File: config.mk
export PLATFORM = sky130hd
export DESIGN_NAME = can_rx_mailbox
export DESIGN_NICKNAME = d
export VERILOG_FILES = /design/src/rtl/rxmb_pkg.sv /design/src/rtl/rxmb_timer.sv /design/src/rtl/rxmb_intake.sv /design/src/rtl/rxmb_store.sv /design/src/rtl/can_rx_mailbox.sv
export SDC_FILE = /design/constraint.sdc
export NUM_CORES = 1
export LEC_CHECK = 0
export BUFFER_PORTS_ARGS = -buffer_cell sky130_fd_sc_hd__buf_2
export CORE_MARGIN = 3
export CORE_UTILIZATION = 25
export CTS_BUF_LIST = sky130_fd_sc_hd__clkbuf_2
export DETAILED_ROUTE_END_ITERATION = 7
export HOLD_SLACK_MARGIN = 0.15
export PLACE_DENSITY = 0.49
export SETUP_SLACK_MARGIN = 0.1
export SYNTH_ARGS = -nofsm -noshare
export SYNTH_HDL_FRONTEND = slang
export SYNTH_HIERARCHICAL = 1
export SYNTH_SLANG_ARGS = --single-unit
File: constraint.sdc
create_clock -name clk -period 5.2 [get_ports clk]
set_input_delay 0.26 -clock clk [delete_from_list [all_inputs] [get_ports clk]]
set_output_delay 0.26 -clock clk [all_outputs]
set_load 0.01 [all_outputs]
File: src/rtl/rxmb_pkg.sv
package rxmb_pkg;

    typedef enum logic [3:0] {
        CODE_RX_FULL     = 4'h2,
        CODE_RX_EMPTY    = 4'h4,
        CODE_RX_OVERRUN  = 4'h6,
        CODE_TX_INACTIVE = 4'h8,
        CODE_TX_DATA     = 4'hC
    } mb_code_e;

    typedef struct packed {
        logic [28:0] id;
        logic [3:0]  dlc;
        logic [63:0] bytes;
    } rx_frame_t;

    localparam logic [2:0] ADDR_CTRL  = 3'd0;
    localparam logic [2:0] ADDR_ID    = 3'd1;
    localparam logic [2:0] ADDR_DATA0 = 3'd2;
    localparam logic [2:0] ADDR_DATA1 = 3'd3;
    localparam logic [2:0] ADDR_TIMER = 3'd4;
    localparam logic [2:0] ADDR_FLAG  = 3'd5;

    // Big-endian packing of four payload bytes, zeroing those past the length.
    function automatic logic [31:0] be_word(input logic [63:0] bytes,
                                            input logic [3:0] dlc,
                                            input int w);
        logic [31:0] r;
        r = '0;
        for (int j = 0; j < 4; j++) begin
            if ((4 * w + j) < int'(dlc))
                r[31 - 8 * j -: 8] = bytes[8 * (4 * w + j) +: 8];
        end
        return r;
    endfunction

    function automatic logic [31:0] ctrl_word(input logic [3:0] code,
                                              input logic busy,
                                              input logic [3:0] dlc,
                                              input logic [15:0] ts);
        return {4'b0, code, 3'b0, busy, dlc, ts};
    endfunction

endpackage

File: src/rtl/rxmb_timer.sv
module rxmb_timer #(
    parameter int BIT_CLKS = 4,
    parameter int TW       = 16
) (
    input  logic          clk,
    input  logic          rst,
    output logic [TW-1:0] count
);
    localparam int PW = (BIT_CLKS > 1) ? $clog2(BIT_CLKS) : 1;
    localparam logic [PW-1:0] PC_MAX = PW'(BIT_CLKS - 1);

    logic [PW-1:0] pc;

    always_ff @(posedge clk) begin
        if (rst) begin
            pc    <= '0;
            count <= '0;
        end else if (pc == PC_MAX) begin
            pc    <= '0;
            count <= count + 1'b1;
        end else begin
            pc <= pc + 1'b1;
        end
    end
endmodule

File: src/rtl/rxmb_intake.sv
module rxmb_intake
    import rxmb_pkg::*;
#(
    parameter int MOVE_CYCLES = 2
) (
    input  logic      clk,
    input  logic      rst,
    input  logic      frm_valid,
    input  rx_frame_t frm_in,
    input  logic      mb_locked,
    input  logic      hold,
    output logic      busy,
    output logic      store_en,
    output rx_frame_t xfer
);
    localparam int CW = (MOVE_CYCLES > 1) ? $clog2(MOVE_CYCLES) : 1;
    localparam logic [CW-1:0] CNT_INIT = CW'(MOVE_CYCLES - 1);

    logic          pend_v;
    rx_frame_t     pend;
    logic [CW-1:0] cnt;
    logic          free;

    assign free     = !busy && !mb_locked && !hold;
    assign store_en = busy && (cnt == '0);

    always_ff @(posedge clk) begin
        if (rst) begin
            pend_v <= 1'b0;
            pend   <= '0;
            busy   <= 1'b0;
            cnt    <= '0;
            xfer   <= '0;
        end else begin
            if (free && pend_v) begin
                xfer <= pend;
                busy <= 1'b1;
                cnt  <= CNT_INIT;
                if (frm_valid) pend <= frm_in;
                else           pend_v <= 1'b0;
            end else if (free && frm_valid) begin
                xfer <= frm_in;
                busy <= 1'b1;
                cnt  <= CNT_INIT;
            end else begin
                if (frm_valid) begin
                    pend   <= frm_in;
                    pend_v <= 1'b1;
                end
                if (busy) begin
                    if (cnt == '0) busy <= 1'b0;
                    else           cnt  <= cnt - 1'b1;
                end
            end
        end
    end
endmodule

File: src/rtl/rxmb_store.sv
module rxmb_store
    import rxmb_pkg::*;
(
    input  logic        clk,
    input  logic        rst,
    input  logic        store_en,
    input  rx_frame_t   xfer,
    input  logic [15:0] timer,
    input  logic        ctrl_rd,
    input  logic        timer_rd,
    input  logic        busy,
    input  logic        flag_clr,
    output logic        locked,
    output mb_code_e    code,
    output logic [28:0] mb_id,
    output logic [3:0]  mb_dlc,
    output logic [15:0] mb_ts,
    output logic [31:0] mb_w0,
    output logic [31:0] mb_w1,
    output logic        flag
);
    logic serviced;
    logic was_filled;

    assign was_filled = (code == CODE_RX_FULL) || (code == CODE_RX_OVERRUN);

    always_ff @(posedge clk) begin
        if (rst) begin
            locked   <= 1'b0;
            serviced <= 1'b0;
            code     <= CODE_RX_EMPTY;
            mb_id    <= '0;
            mb_dlc   <= '0;
            mb_ts    <= '0;
            mb_w0    <= '0;
            mb_w1    <= '0;
            flag     <= 1'b0;
        end else begin
            if (ctrl_rd && !busy)  locked <= 1'b1;
            else if (timer_rd)     locked <= 1'b0;

            if (store_en) begin
                serviced <= 1'b0;
                code     <= (was_filled && !serviced) ? CODE_RX_OVERRUN : CODE_RX_FULL;
                mb_id    <= xfer.id;
                mb_dlc   <= xfer.dlc;
                mb_ts    <= timer;
                mb_w0    <= be_word(xfer.bytes, xfer.dlc, 0);
                mb_w1    <= be_word(xfer.bytes, xfer.dlc, 1);
            end else if (timer_rd && locked) begin
                serviced <= 1'b1;
            end

            if (store_en)      flag <= 1'b1;
            else if (flag_clr) flag <= 1'b0;
        end
    end
endmodule

File: src/rtl/can_rx_mailbox.sv
module can_rx_mailbox
    import rxmb_pkg::*;
#(
    parameter int MOVE_CYCLES = 2,
    parameter int BIT_CLKS    = 4
) (
    input  logic        clk,
    input  logic        rst,
    input  logic        frm_valid,
    input  logic [28:0] frm_id,
    input  logic [3:0]  frm_dlc,
    input  logic [63:0] frm_data,
    input  logic        host_rd,
    input  logic        host_wr,
    input  logic [2:0]  host_addr,
    input  logic [31:0] host_wdata,
    output logic [31:0] host_rdata,
    output logic        irq
);
    localparam int TS_W = 16;

    rx_frame_t        frm_in;
    rx_frame_t        xfer;
    logic             busy;
    logic             store_en;
    logic             locked;
    mb_code_e         code;
    logic [28:0]      mb_id;
    logic [3:0]       mb_dlc;
    logic [TS_W-1:0]  mb_ts;
    logic [31:0]      mb_w0;
    logic [31:0]      mb_w1;
    logic [TS_W-1:0]  timer;
    logic             ctrl_rd;
    logic             timer_rd;
    logic             flag_clr;
    logic             unused_wdata;

    assign frm_in       = '{id: frm_id, dlc: frm_dlc, bytes: frm_data};
    assign ctrl_rd      = host_rd && (host_addr == ADDR_CTRL);
    assign timer_rd     = host_rd && (host_addr == ADDR_TIMER);
    assign flag_clr     = host_wr && (host_addr == ADDR_FLAG) && host_wdata[0];
    assign unused_wdata = ^host_wdata[31:1];

    rxmb_timer #(.BIT_CLKS(BIT_CLKS), .TW(TS_W)) u_timer (
        .clk   (clk),
        .rst   (rst),
        .count (timer)
    );

    rxmb_intake #(.MOVE_CYCLES(MOVE_CYCLES)) u_intake (
        .clk       (clk),
        .rst       (rst),
        .frm_valid (frm_valid),
        .frm_in    (frm_in),
        .mb_locked (locked),
        .hold      (ctrl_rd),
        .busy      (busy),
        .store_en  (store_en),
        .xfer      (xfer)
    );

    rxmb_store u_store (
        .clk      (clk),
        .rst      (rst),
        .store_en (store_en),
        .xfer     (xfer),
        .timer    (timer),
        .ctrl_rd  (ctrl_rd),
        .timer_rd (timer_rd),
        .busy     (busy),
        .flag_clr (flag_clr),
        .locked   (locked),
        .code     (code),
        .mb_id    (mb_id),
        .mb_dlc   (mb_dlc),
        .mb_ts    (mb_ts),
        .mb_w0    (mb_w0),
        .mb_w1    (mb_w1),
        .flag     (irq)
    );

    always_comb begin
        case (host_addr)
            ADDR_CTRL:  host_rdata = ctrl_word(code, busy, mb_dlc, mb_ts);
            ADDR_ID:    host_rdata = {3'b0, mb_id};
            ADDR_DATA0: host_rdata = mb_w0;
            ADDR_DATA1: host_rdata = mb_w1;
            ADDR_TIMER: host_rdata = {16'b0, timer};
            ADDR_FLAG:  host_rdata = {31'b0, irq};
            default:    host_rdata = '0;
        endcase
    end
endmodule

==> flow_metrics.env, run 1 <==
export IMPL_setup_viol=0
export IMPL_met2_usage_pct=27.04
export IMPL_max_freq_mhz=262.6
export IMPL_via_per_inst=4.643
export IMPL_switchingPower_w=0.001631
export IMPL_cts_tree="yes"
export IMPL_drt_total_wl_mm=44.57
export IMPL_peakVddDrop_v=0.0001523
export IMPL_placedCellCount=2263
export IMPL_holdPathStages=3
export IMPL_cts_root_buf="clkbuf_2"
export IMPL_setup_tns_ns=0
export IMPL_globalplace_congestion=0.7631
export IMPL_pwr_share_comb_pct=14.4
export IMPL_design_core_area_um2=54030
export IMPL_fin_crit_ns=3.808
export IMPL_drive_above_1_share_pct=16.23
export IMPL_p_seq_share_pct=51.5
export IMPL_worst_setup_path_end_kind="register"
export IMPL_arrival_ns=4.77
export IMPL_clock_latency_ns=1.07
export IMPL_rows=85
export IMPL_regToRegSetupSlack_ns=1.58
export IMPL_slew_headroom_pct=6.429
export IMPL_layout_commonest_cell="nand2_1"
export IMPL_async_flop_share_pct=0
export IMPL_dpl_cell_area_um2=14780
export IMPL_mostFrequentLayoutCells="399 x nand2_1, 332 x dfxtp_1, 306 x dlygate4sd3_1"
export IMPL_synth_area_um2=13690
export IMPL_post_drt_wl_per_cell_um=16.30
export IMPL_p_leak_nw=7.483
export IMPL_drcViolationCount=0
export IMPL_grt_pass1_wl_mm=70.15
export IMPL_port_buffers=138
export IMPL_max_clock_path_buffers=3
export IMPL_reg2regPathDepth=5
export IMPL_grt_max_degree=104
export IMPL_cpPeakStageDelay_ns=0.93
export IMPL_fin_area_um2=18660
export IMPL_syn_avg_cell_area_um2=8.886
export IMPL_gr_usage_met1_pct=18.95
export IMPL_power_frac_clock_pct=34.1
export IMPL_synthDistinctLibCells=54
export IMPL_nNetsFinal=2105
export IMPL_cts_setup_buffers=0
export IMPL_max_cap_violations=0
export IMPL_num_vias=12700
export IMPL_rsz0062_at_grt="false"
export IMPL_path_max_fanout=39
export IMPL_die_y_um=240.0
export IMPL_crit_family="buffers and inverters"
export IMPL_hold_viol=0
export IMPL_period_share_pct=73.22
export IMPL_num_io_pins=170
export IMPL_start_util_pct=25.35
export IMPL_antenna_found_initial=2
export IMPL_dr_pass1_iters=5
export IMPL_syn_inst=1541
export IMPL_power_per_cell_area_nw_per_um2=288.6
export IMPL_h_tree_depth=3
export IMPL_grt_pass1_vias=13000
export IMPL_cts_sinks=333
export IMPL_hp_start="rst"
export IMPL_synth_seq_cells=333
export IMPL_finalClockSkew_ns=0.08576
export IMPL_r2r_end="u_intake/pend[46]$_SDFFE_PP0P_"
export IMPL_synth_edf_count=0
export IMPL_die_area_um2=57620
export IMPL_status="finished, final reports clean"
export IMPL_swShare_pct=30.29
export IMPL_syn_to_final_growth_pct=36.26
export IMPL_final_cells=2735
export IMPL_ys_warn_count=6
export IMPL_synth_simple_gate_area_share_pct=16.24
export IMPL_synthAdderAreaFrac_pct=0.1827
export IMPL_die_w_um=240.0
export IMPL_grt_remaining_overflow=0
export IMPL_p_int_w=0.003753
export IMPL_cpMaxStageDelayCell="o41a_2"
export IMPL_cp_buffers_inverters=5
export IMPL_grtUsageTotal_pct=15.46
export IMPL_critPathKind="input port to register"
export IMPL_min_to="u_store/mb_id[6]$_SDFFE_PP0P_"
export IMPL_dpl_hpwl_mm=27.06
export IMPL_cts_buffers=91
export IMPL_finalMaxSlewViolations=0
export IMPL_clkTransAtPathRegs_ns=0.10
export IMPL_worst_pin_slew_ns=1.399
export IMPL_synth_xor_area_share_pct=0.7675
export IMPL_cp_data_required_time_ns=6.16
export IMPL_path_cells="dlygate4sd3_1, buf_2, dlygate4sd3_1, nor4b_1, o41a_2, nand2_1, dlygate4sd3_1, a21oi_1, dlygate4sd3_1"
export IMPL_seq_area_frac_synth_pct=48.68
export IMPL_busiest_layer="met2"
export IMPL_r2r_start="u_intake/pend_v$_SDFFE_PP0P_"
export IMPL_drt_initial_drc_count=814
export IMPL_synth_area_mux_share_pct=7.813
export IMPL_synth_compound_area_share_pct=21.41
export IMPL_start_kind="input port"
export IMPL_use_met3_pct=3.258
export IMPL_synth_top_flop_cell="dfxtp_1"
export IMPL_synth_top_family_by_area="compound AO/OA/AOI/OAI gates"
export IMPL_ant_nets=0
export IMPL_hold_path_class="input port to register"
export IMPL_timing_critical_path_mode_cell="dlygate4sd3_1"
## area by class of cell
class	count	area, µm²
sequential	333	6670
tap	696	870.8
clock inverter	21	106.4
multi-input combinational	1078	6389
clock buffer	139	695.7
fill	5645	35370
antenna	6	15.01
timing repair buffer	459	3900
inverter	3	11.26
## flip-flops by register name, indices dropped and copies added, names as in the netlist, 2 cells and up
| register | flops |
|---|---|
| u_intake/pend | 97 |
| u_timer/count | 16 |
| u_timer/pc | 2 |
| u_store/mb_w1 | 32 |
| u_store/mb_ts | 16 |
| u_store/code | 2 |
| u_store/mb_id | 29 |
| u_store/mb_dlc | 4 |
| u_intake/xfer | 97 |
| u_store/mb_w0 | 32 |
## power groups by stage
| stage | clock [W] | sequential (W) | combinational (W) |
|---|---|---|---|
| after floorplan | 0 | 0.00279 | 0.000427 |
| final | 0.00184 | 0.00277 | 0.000775 |
| after global routing | 0.00206 | 0.00279 | 0.000852 |
| after CTS | 0.00193 | 0.00277 | 0.000776 |
| after global placement | 0 | 0.00283 | 0.000576 |
| after detailed placement | 0 | 0.00283 | 0.000584 |
## cell usage after synthesis, drive strengths merged (2+ instances only)
cell	instances	area (µm²)
nand2	399	1498
dfxtp	333	6666
a22o	161	1410
o21ai	112	560.5
a21oi	111	574.3
nor2	83	324.1
mux2i	81	810.8
buf	64	416.7
clkbuf	64	240.2
o21a	15	112.6
nor2b	14	90.09
o2bb2ai	12	105.1
mux4	9	202.7
nor3	9	45.04
xnor2	9	78.83
nand3	7	40.04
a22oi	6	45.04
nand2b	6	45.04
mux2	5	56.30
nand4	5	46.29
nor4	4	25.02
inv	3	11.26
nand3b	3	35.03
or3	3	18.77
xor2	3	26.28
and3b	2	17.52
ha	2	25.02
o21bai	2	37.54
o22ai	2	12.51
## layer usage
layer,vias to the layer above,wire (µm)
met5,-,0
met4,0,718
met3,64,2240
met2,278,22160
met1,6086,19450
li1,6271,-
## worst min-delay path: cells and delay by family
family / cells / cell delay (ns)
buffers and inverters: 2 / 0.83
and+or+nand+nor: 1 / 0.17
## cell families after synthesis
kind of cell	count (synthesis)
buffers and inverters	131
xor gates and xnor gates	12
muxes	95
AOI/OAI and AO/OA	427
and+or+nand+nor	540
adders and majority gates	2
other	1
DFF	333
## stage by stage
stage | setup slack (ns) | hold WS (ns) | power, W | util (%)
2_1_floorplan | 2.847 | 0.3960 | 0.003213 | -
4_1_cts | 1.624 | 0.1510 | 0.005476 | 34.51
5_1_grt | 1.277 | 0.1670 | 0.005708 | 34.53
6_report | 1.392 | 0.2440 | 0.005384 | 34.53
3_3_place_gp | 1.939 | 0.4122 | 0.003404 | 27.35
3_5_place_dp | 1.875 | 0.4197 | 0.003416 | 27.35
## repair_timing
item                                   in CTS  in global routing
gates resized for setup                     0                  0
endpoints found under the hold margin     263                  0
hold buffers                              306                  0
## worst max-delay path by stage
| stage | startpoint | slack [ns] | end | cells after the start |
|---|---|---|---|---|
| floorplan | host_addr[2] | 2.85 | u_intake/pend[33]$_SDFFE_PP0P_ | 9 |
| global placement | host_addr[1] | 1.94 | u_intake/pend[33]$_SDFFE_PP0P_ | 6 |
| detailed placement | host_addr[1] | 1.88 | u_intake/pend[29]$_SDFFE_PP0P_ | 6 |
| CTS | host_addr[2] | 1.62 | u_intake/pend[42]$_SDFFE_PP0P_ | 9 |
| global route | host_addr[2] | 1.28 | u_intake/pend[46]$_SDFFE_PP0P_ | 9 |
| finish | host_addr[2] | 1.39 | u_intake/pend[46]$_SDFFE_PP0P_ | 9 |
Power figures use the tool's default switching activity.
==> run 2: changes to the inputs <==
- clock period: 5.2 -> 3.7 ns (I/O delays scaled with it)
==> run 2 against run 1 <==
Against the previous run:
- final area grew 0.83%
- sequential power grew 40%
- largest power group unchanged
- setup slack lost 0.94 ns
- clock skew grew 0.015 ns
- power grew 44%
- die area is the same
- critical path type unchanged
- register-to-register slack lost 0.89 ns
- sequential share of layout area shrank 0.29 points
- worst hold slack gained 0.021 ns
- combinational power grew 43%
==> flow_metrics.env, run 2 (same netlist as run 1, synthesis figures left out) <==
export IMPL_status="finished, final reports clean"
export IMPL_die_w_um=240.0
export IMPL_rsz0062_at_grt="false"
export IMPL_hold_viol=0
export IMPL_clock_latency_ns=1.04
export IMPL_start_util_pct=25.35
export IMPL_design_core_area_um2=54030
export IMPL_ant_nets=0
export IMPL_busiest_layer="met2"
export IMPL_dr_pass1_iters=6
export IMPL_grt_pass1_vias=12600
export IMPL_cts_buffers=92
export IMPL_port_buffers=138
export IMPL_finalClockSkew_ns=0.1006
export IMPL_timing_critical_path_mode_cell="dlygate4sd3_1"
export IMPL_critPathKind="input port to register"
export IMPL_worst_pin_slew_ns=1.188
export IMPL_cpPeakStageDelay_ns=0.81
export IMPL_top_regs="u_intake/pend (97), u_intake/xfer (97)"
export IMPL_h_tree_depth=3
export IMPL_fin_crit_ns=3.250
export IMPL_die_y_um=240.0
export IMPL_cp_buffers_inverters=5
export IMPL_cpMaxStageDelayCell="o41a_2"
export IMPL_peakVddDrop_v=0.0002065
export IMPL_grt_remaining_overflow=0
export IMPL_die_area_um2=57620
export IMPL_num_vias=12730
export IMPL_start_kind="input port"
export IMPL_grt_pass1_wl_mm=69.30
export IMPL_final_cells=2740
export IMPL_setup_viol=0
export IMPL_hold_path_class="input port to register"
export IMPL_grt_max_degree=87
export IMPL_drcViolationCount=0
export IMPL_cp_data_required_time_ns=4.68
export IMPL_use_met3_pct=3.487
export IMPL_path_cells="dlygate4sd3_1, buf_2, dlygate4sd3_1, nor4b_2, o41a_2, nand2_1, dlygate4sd3_1, a21oi_1, dlygate4sd3_1"
export IMPL_finalMaxSlewViolations=0
export IMPL_nFillCells=5560
export IMPL_drt_initial_drc_count=869
export IMPL_max_cap_violations=0
export IMPL_power_per_cell_area_nw_per_um2=411.2
export IMPL_rows=85
export IMPL_arrival_ns=4.23
export IMPL_mostFrequentLayoutCells="399 x nand2_1, 332 x dfxtp_1, 315 x dlygate4sd3_1"
export IMPL_syn_to_final_growth_pct=37.39
export IMPL_via_per_inst=4.646
export IMPL_layout_commonest_cell="nand2_1"
export IMPL_met2_usage_pct=25.58
export IMPL_grtUsageTotal_pct=15.25
export IMPL_max_clock_path_buffers=3
export IMPL_placedCellCount=2267
export IMPL_p_leak_nw=7.658
export IMPL_post_drt_wl_per_cell_um=16.27
export IMPL_setup_tns_ns=0
export IMPL_globalplace_congestion=0.7631
export IMPL_cts_tree="yes"
export IMPL_clkTransAtPathRegs_ns=0.09
export IMPL_gr_usage_met1_pct=19.27
export IMPL_cts_root_buf="clkbuf_2"
export IMPL_antenna_found_initial=2
export IMPL_path_max_fanout=35
export IMPL_nNetsFinal=2120
export IMPL_drt_total_wl_mm=44.57
export IMPL_period_share_pct=87.83
export IMPL_cts_setup_buffers=0
export IMPL_cts_sinks=333
export IMPL_slew_headroom_pct=20.73
export IMPL_max_freq_mhz=307.7
export IMPL_dpl_hpwl_mm=27.09
export IMPL_crit_family="buffers and inverters"
export IMPL_worst_setup_path_end_kind="register"
export IMPL_drive_above_1_share_pct=16.12
export IMPL_hold_ws_ns=0.2648
export IMPL_num_io_pins=170
export IMPL_regToRegSetupSlack_ns=0.69
[run 2: report_power, final]
group	internal [W]	total, W	switching (W)
Combinational	0.000521	0.00111	0.000591
Clock	0.00115	0.00274	0.00159
Sequential	0.00376	0.00388	0.000122
[run 2: area by class of cell]
class                           count  area (µm²)  area share (%)
Clock inverter                     23       176.4          0.9378
Clock buffer                      131       655.6           3.485
Antenna cell                        3       7.507         0.03990
Tap cell                          696       870.8           4.629
Sequential cell                   333        6670           35.46
Timing Repair Buffer              472        4020           21.37
Multi-Input combinational cell   1079        6401           34.03
Inverter                            3       11.26         0.05986
[run 2: timing repair]
item                       4_1_cts  5_1_grt
gates resized for setup          0        0
setup endpoints to repair        0        4
hold endpoints to repair       329        0
hold buffers                   315        0
[run 2: worst paths after layout]
kind,from,end,cells after the start
setup / recovery,host_addr[2],u_intake/pend[64]$_SDFFE_PP0P_,9
hold / removal,frm_data[29],u_intake/xfer[29]$_SDFFE_PP0P_,5
setup reg to reg,u_intake/pend_v$_SDFFE_PP0P_,u_intake/pend[64]$_SDFFE_PP0P_,5
hold reg to reg,u_intake/xfer[4]$_SDFFE_PP0P_,u_store/mb_w0[28]$_SDFFE_PP0P_,1
[run 2: layer usage]
layer / wire length (µm) / part of all wire [%]
met1: 20010 / 45
met2: 21370 / 48
met3: 2224 / 5.0
met4: 962 / 2.2
met5: 0 / 0
[run 2: through the flow]
stage	total power (W)	worst slack [ns]	cell area (µm²)	utilization, %
2_1_floorplan	0.004516	1.422	13700	-
3_3_place_gp	0.004790	0.8464	14810	27.42
3_5_place_dp	0.004804	0.8043	14810	27.42
4_1_cts	0.007851	0.2635	18800	34.80
5_1_grt	0.008170	0.3545	18810	34.82
6_report	0.007735	0.4504	18810	34.82
[run 2: worst register-to-register path: stages (launching register included)]
cell	delay [ns]
dfxtp_4	0.69
o41a_2	0.88
nand2_1	0.15
dlygate4sd3_1	0.59
a21oi_1	0.12
dlygate4sd3_1	0.57
==> run 3: changes to the inputs <==
- CORE_ASPECT_RATIO: not set -> 0.8
- CORE_MARGIN: 3 -> 2
- CTS_BUF_LIST: sky130_fd_sc_hd__clkbuf_2 -> not set
==> run 3 against run 2 <==
Against the previous run:
- maximum frequency increased by 31%
- clock-buffer cell count decreased by 83
- final area fell by 9.4%
- cell count down 11%
- combinational power shrank 19%
- die area is 1.6% lower
- register-to-register slack gained 0.65 ns
- power grew 11%
- setup slack gained 0.76 ns
- largest cell class unchanged
- highest routed layer unchanged
==> flow_metrics.env, run 3 (same netlist as run 1, synthesis figures left out) <==
export IMPL_status="finished, final reports clean"
export IMPL_critPathKind="input port to register"
export IMPL_peakVddDrop_v=0.0002636
export IMPL_dr_pass1_iters=6
export IMPL_drt_total_wl_mm=40.86
export IMPL_design_core_area_um2=54010
export IMPL_insertedDiodeCount=0
export IMPL_dpl_hpwl_mm=26.66
export IMPL_die_y_um=213.3
export IMPL_setup_viol=0
export IMPL_die_area_um2=56670
export IMPL_hold_path_class="input port to register"
export IMPL_rsz0062_at_grt="false"
export IMPL_h_tree_depth=2
export IMPL_max_cap_violations=0
export IMPL_ant_nets=0
export IMPL_finalMaxSlewViolations=0
export IMPL_mostFrequentLayoutCells="399 x nand2_1, 332 x dfxtp_1, 161 x a22o_1"
export IMPL_num_io_pins=170
export IMPL_num_vias=11360
export IMPL_grt_max_degree=136
export IMPL_drive_above_1_share_pct=14.23
export IMPL_drt_initial_drc_count=749
export IMPL_post_route_util_pct=31.55
export IMPL_met2_usage_pct=23.37
export IMPL_cts_resized=0
export IMPL_grtUsageTotal_pct=14.29
export IMPL_busiest_layer="met2"
export IMPL_period_share_pct=67.19
export IMPL_setup_tns_ns=0
export IMPL_start_kind="input port"
export IMPL_p_leak_nw=6.513
export IMPL_clock_latency_ns=0.52
export IMPL_clkTransAtPathRegs_ns=0.06
export IMPL_grt_pass1_vias=11040
export IMPL_drcViolationCount=0
export IMPL_via_per_inst=4.674
export IMPL_cts_sinks=333
export IMPL_ctsHoldBuffers=99
export IMPL_layout_commonest_cell="nand2_1"
export IMPL_hold_viol=0
export IMPL_die_w_um=265.7
export IMPL_post_drt_wl_per_cell_um=16.81
export IMPL_worst_setup_path_end_kind="register"
export IMPL_start_util_pct=25.35
export IMPL_cts_setup_buffers=0
export IMPL_arrival_ns=2.95
export IMPL_antenna_found_initial=0
export IMPL_globalplace_congestion=0.7794
export IMPL_max_clock_path_buffers=3
export IMPL_fin_crit_ns=2.486
export IMPL_nNetsFinal=1843
export IMPL_rows=76
export IMPL_syn_to_final_growth_pct=24.45
export IMPL_total_power_w=0.008604
export IMPL_nFillCells=5625
export IMPL_cts_tree="yes"
export IMPL_grt_pass1_wl_mm=63.74
export IMPL_path_max_fanout=97
export IMPL_port_buffers=138
export IMPL_grt_remaining_overflow=0
export IMPL_worst_pin_slew_ns=1.175
export IMPL_cts_buffers=34
export IMPL_cts_root_buf="clkbuf_16"
export IMPL_cp_data_required_time_ns=4.16
export IMPL_finalClockSkew_ns=0.009156
export IMPL_top_regs="u_intake/pend (97), u_intake/xfer (97)"
export IMPL_use_met3_pct=2.214
export IMPL_gr_usage_met1_pct=20.10
export IMPL_max_freq_mhz=402.3
export IMPL_power_per_cell_area_nw_per_um2=504.9
export IMPL_slew_headroom_pct=21.67
## run 3: routing by layer
| metal | part of all wire (%) | up-vias |
|---|---|---|
| met2 | 46 | 198 |
| li1 | - | 5675 |
| met5 | 0 | - |
| met1 | 49 | 5449 |
| met3 | 3.6 | 41 |
| met4 | 1.2 | 0 |
## run 3: per-stage QoR
stage               worst slack, ns  hold slack [ns]  instance area, µm²  std cells
finish                        1.214           0.1488               17040       2431
detailed placement            1.074           0.4196               14800       2271
global placement              1.068           0.4129               14800       2271
floorplan                     1.422           0.3210               13700       1542
global route                  1.125           0.1802               17040       2431
CTS                           1.293           0.1751               17040       2431
## run 3: worst paths after layout
kind	from	to	slack (ns)	depth (start not counted)
worst max-delay path	host_rd	u_intake/xfer[73]$_SDFFE_PP0P_	1.21	8
worst min-delay path	rst	u_store/mb_id[2]$_SDFFE_PP0P_	0.15	2
worst max register to register	u_intake/busy$_SDFF_PP0_	u_store/code[2]$_SDFFE_PP1P_	1.34	5
worst min register to register	u_timer/pc[0]$_SDFF_PP0_	u_timer/pc[0]$_SDFF_PP0_	0.43	1
## run 3: report_power, final
part | total (W) | leakage (nW) | switching [W] | internal [W]
Combinational | 0.000899 | 3.18 | 0.000543 | 0.000356
Sequential | 0.00389 | 2.71 | 0.000121 | 0.00377
Clock | 0.00382 | 0.621 | 0.00148 | 0.00234
Total | 0.00860 | 6.51 | 0.00214 | 0.00646
## run 3: final cells by class
| type | instances | area (µm²) | share of cell area (%) |
|---|---|---|---|
| multi-input cells | 1078 | 6389 | 37.49 |
| repair buffers | 254 | 1843 | 10.82 |
| clock buffers | 48 | 1057 | 6.204 |
| well taps | 702 | 878.3 | 5.154 |
| clock inverters | 13 | 192.7 | 1.131 |
| flip-flops and latches | 333 | 6670 | 39.14 |
| inverters | 3 | 11.26 | 0.06608 |
## run 3: critical path, stage by stage
cell,delay [ns]
dlygate4sd3_1,0.59
buf_2,0.15
nor4b_1,0.13
buf_4,0.18
or3_1,0.38
nor2_4,0.10
buf_4,0.78
a22o_1,0.27
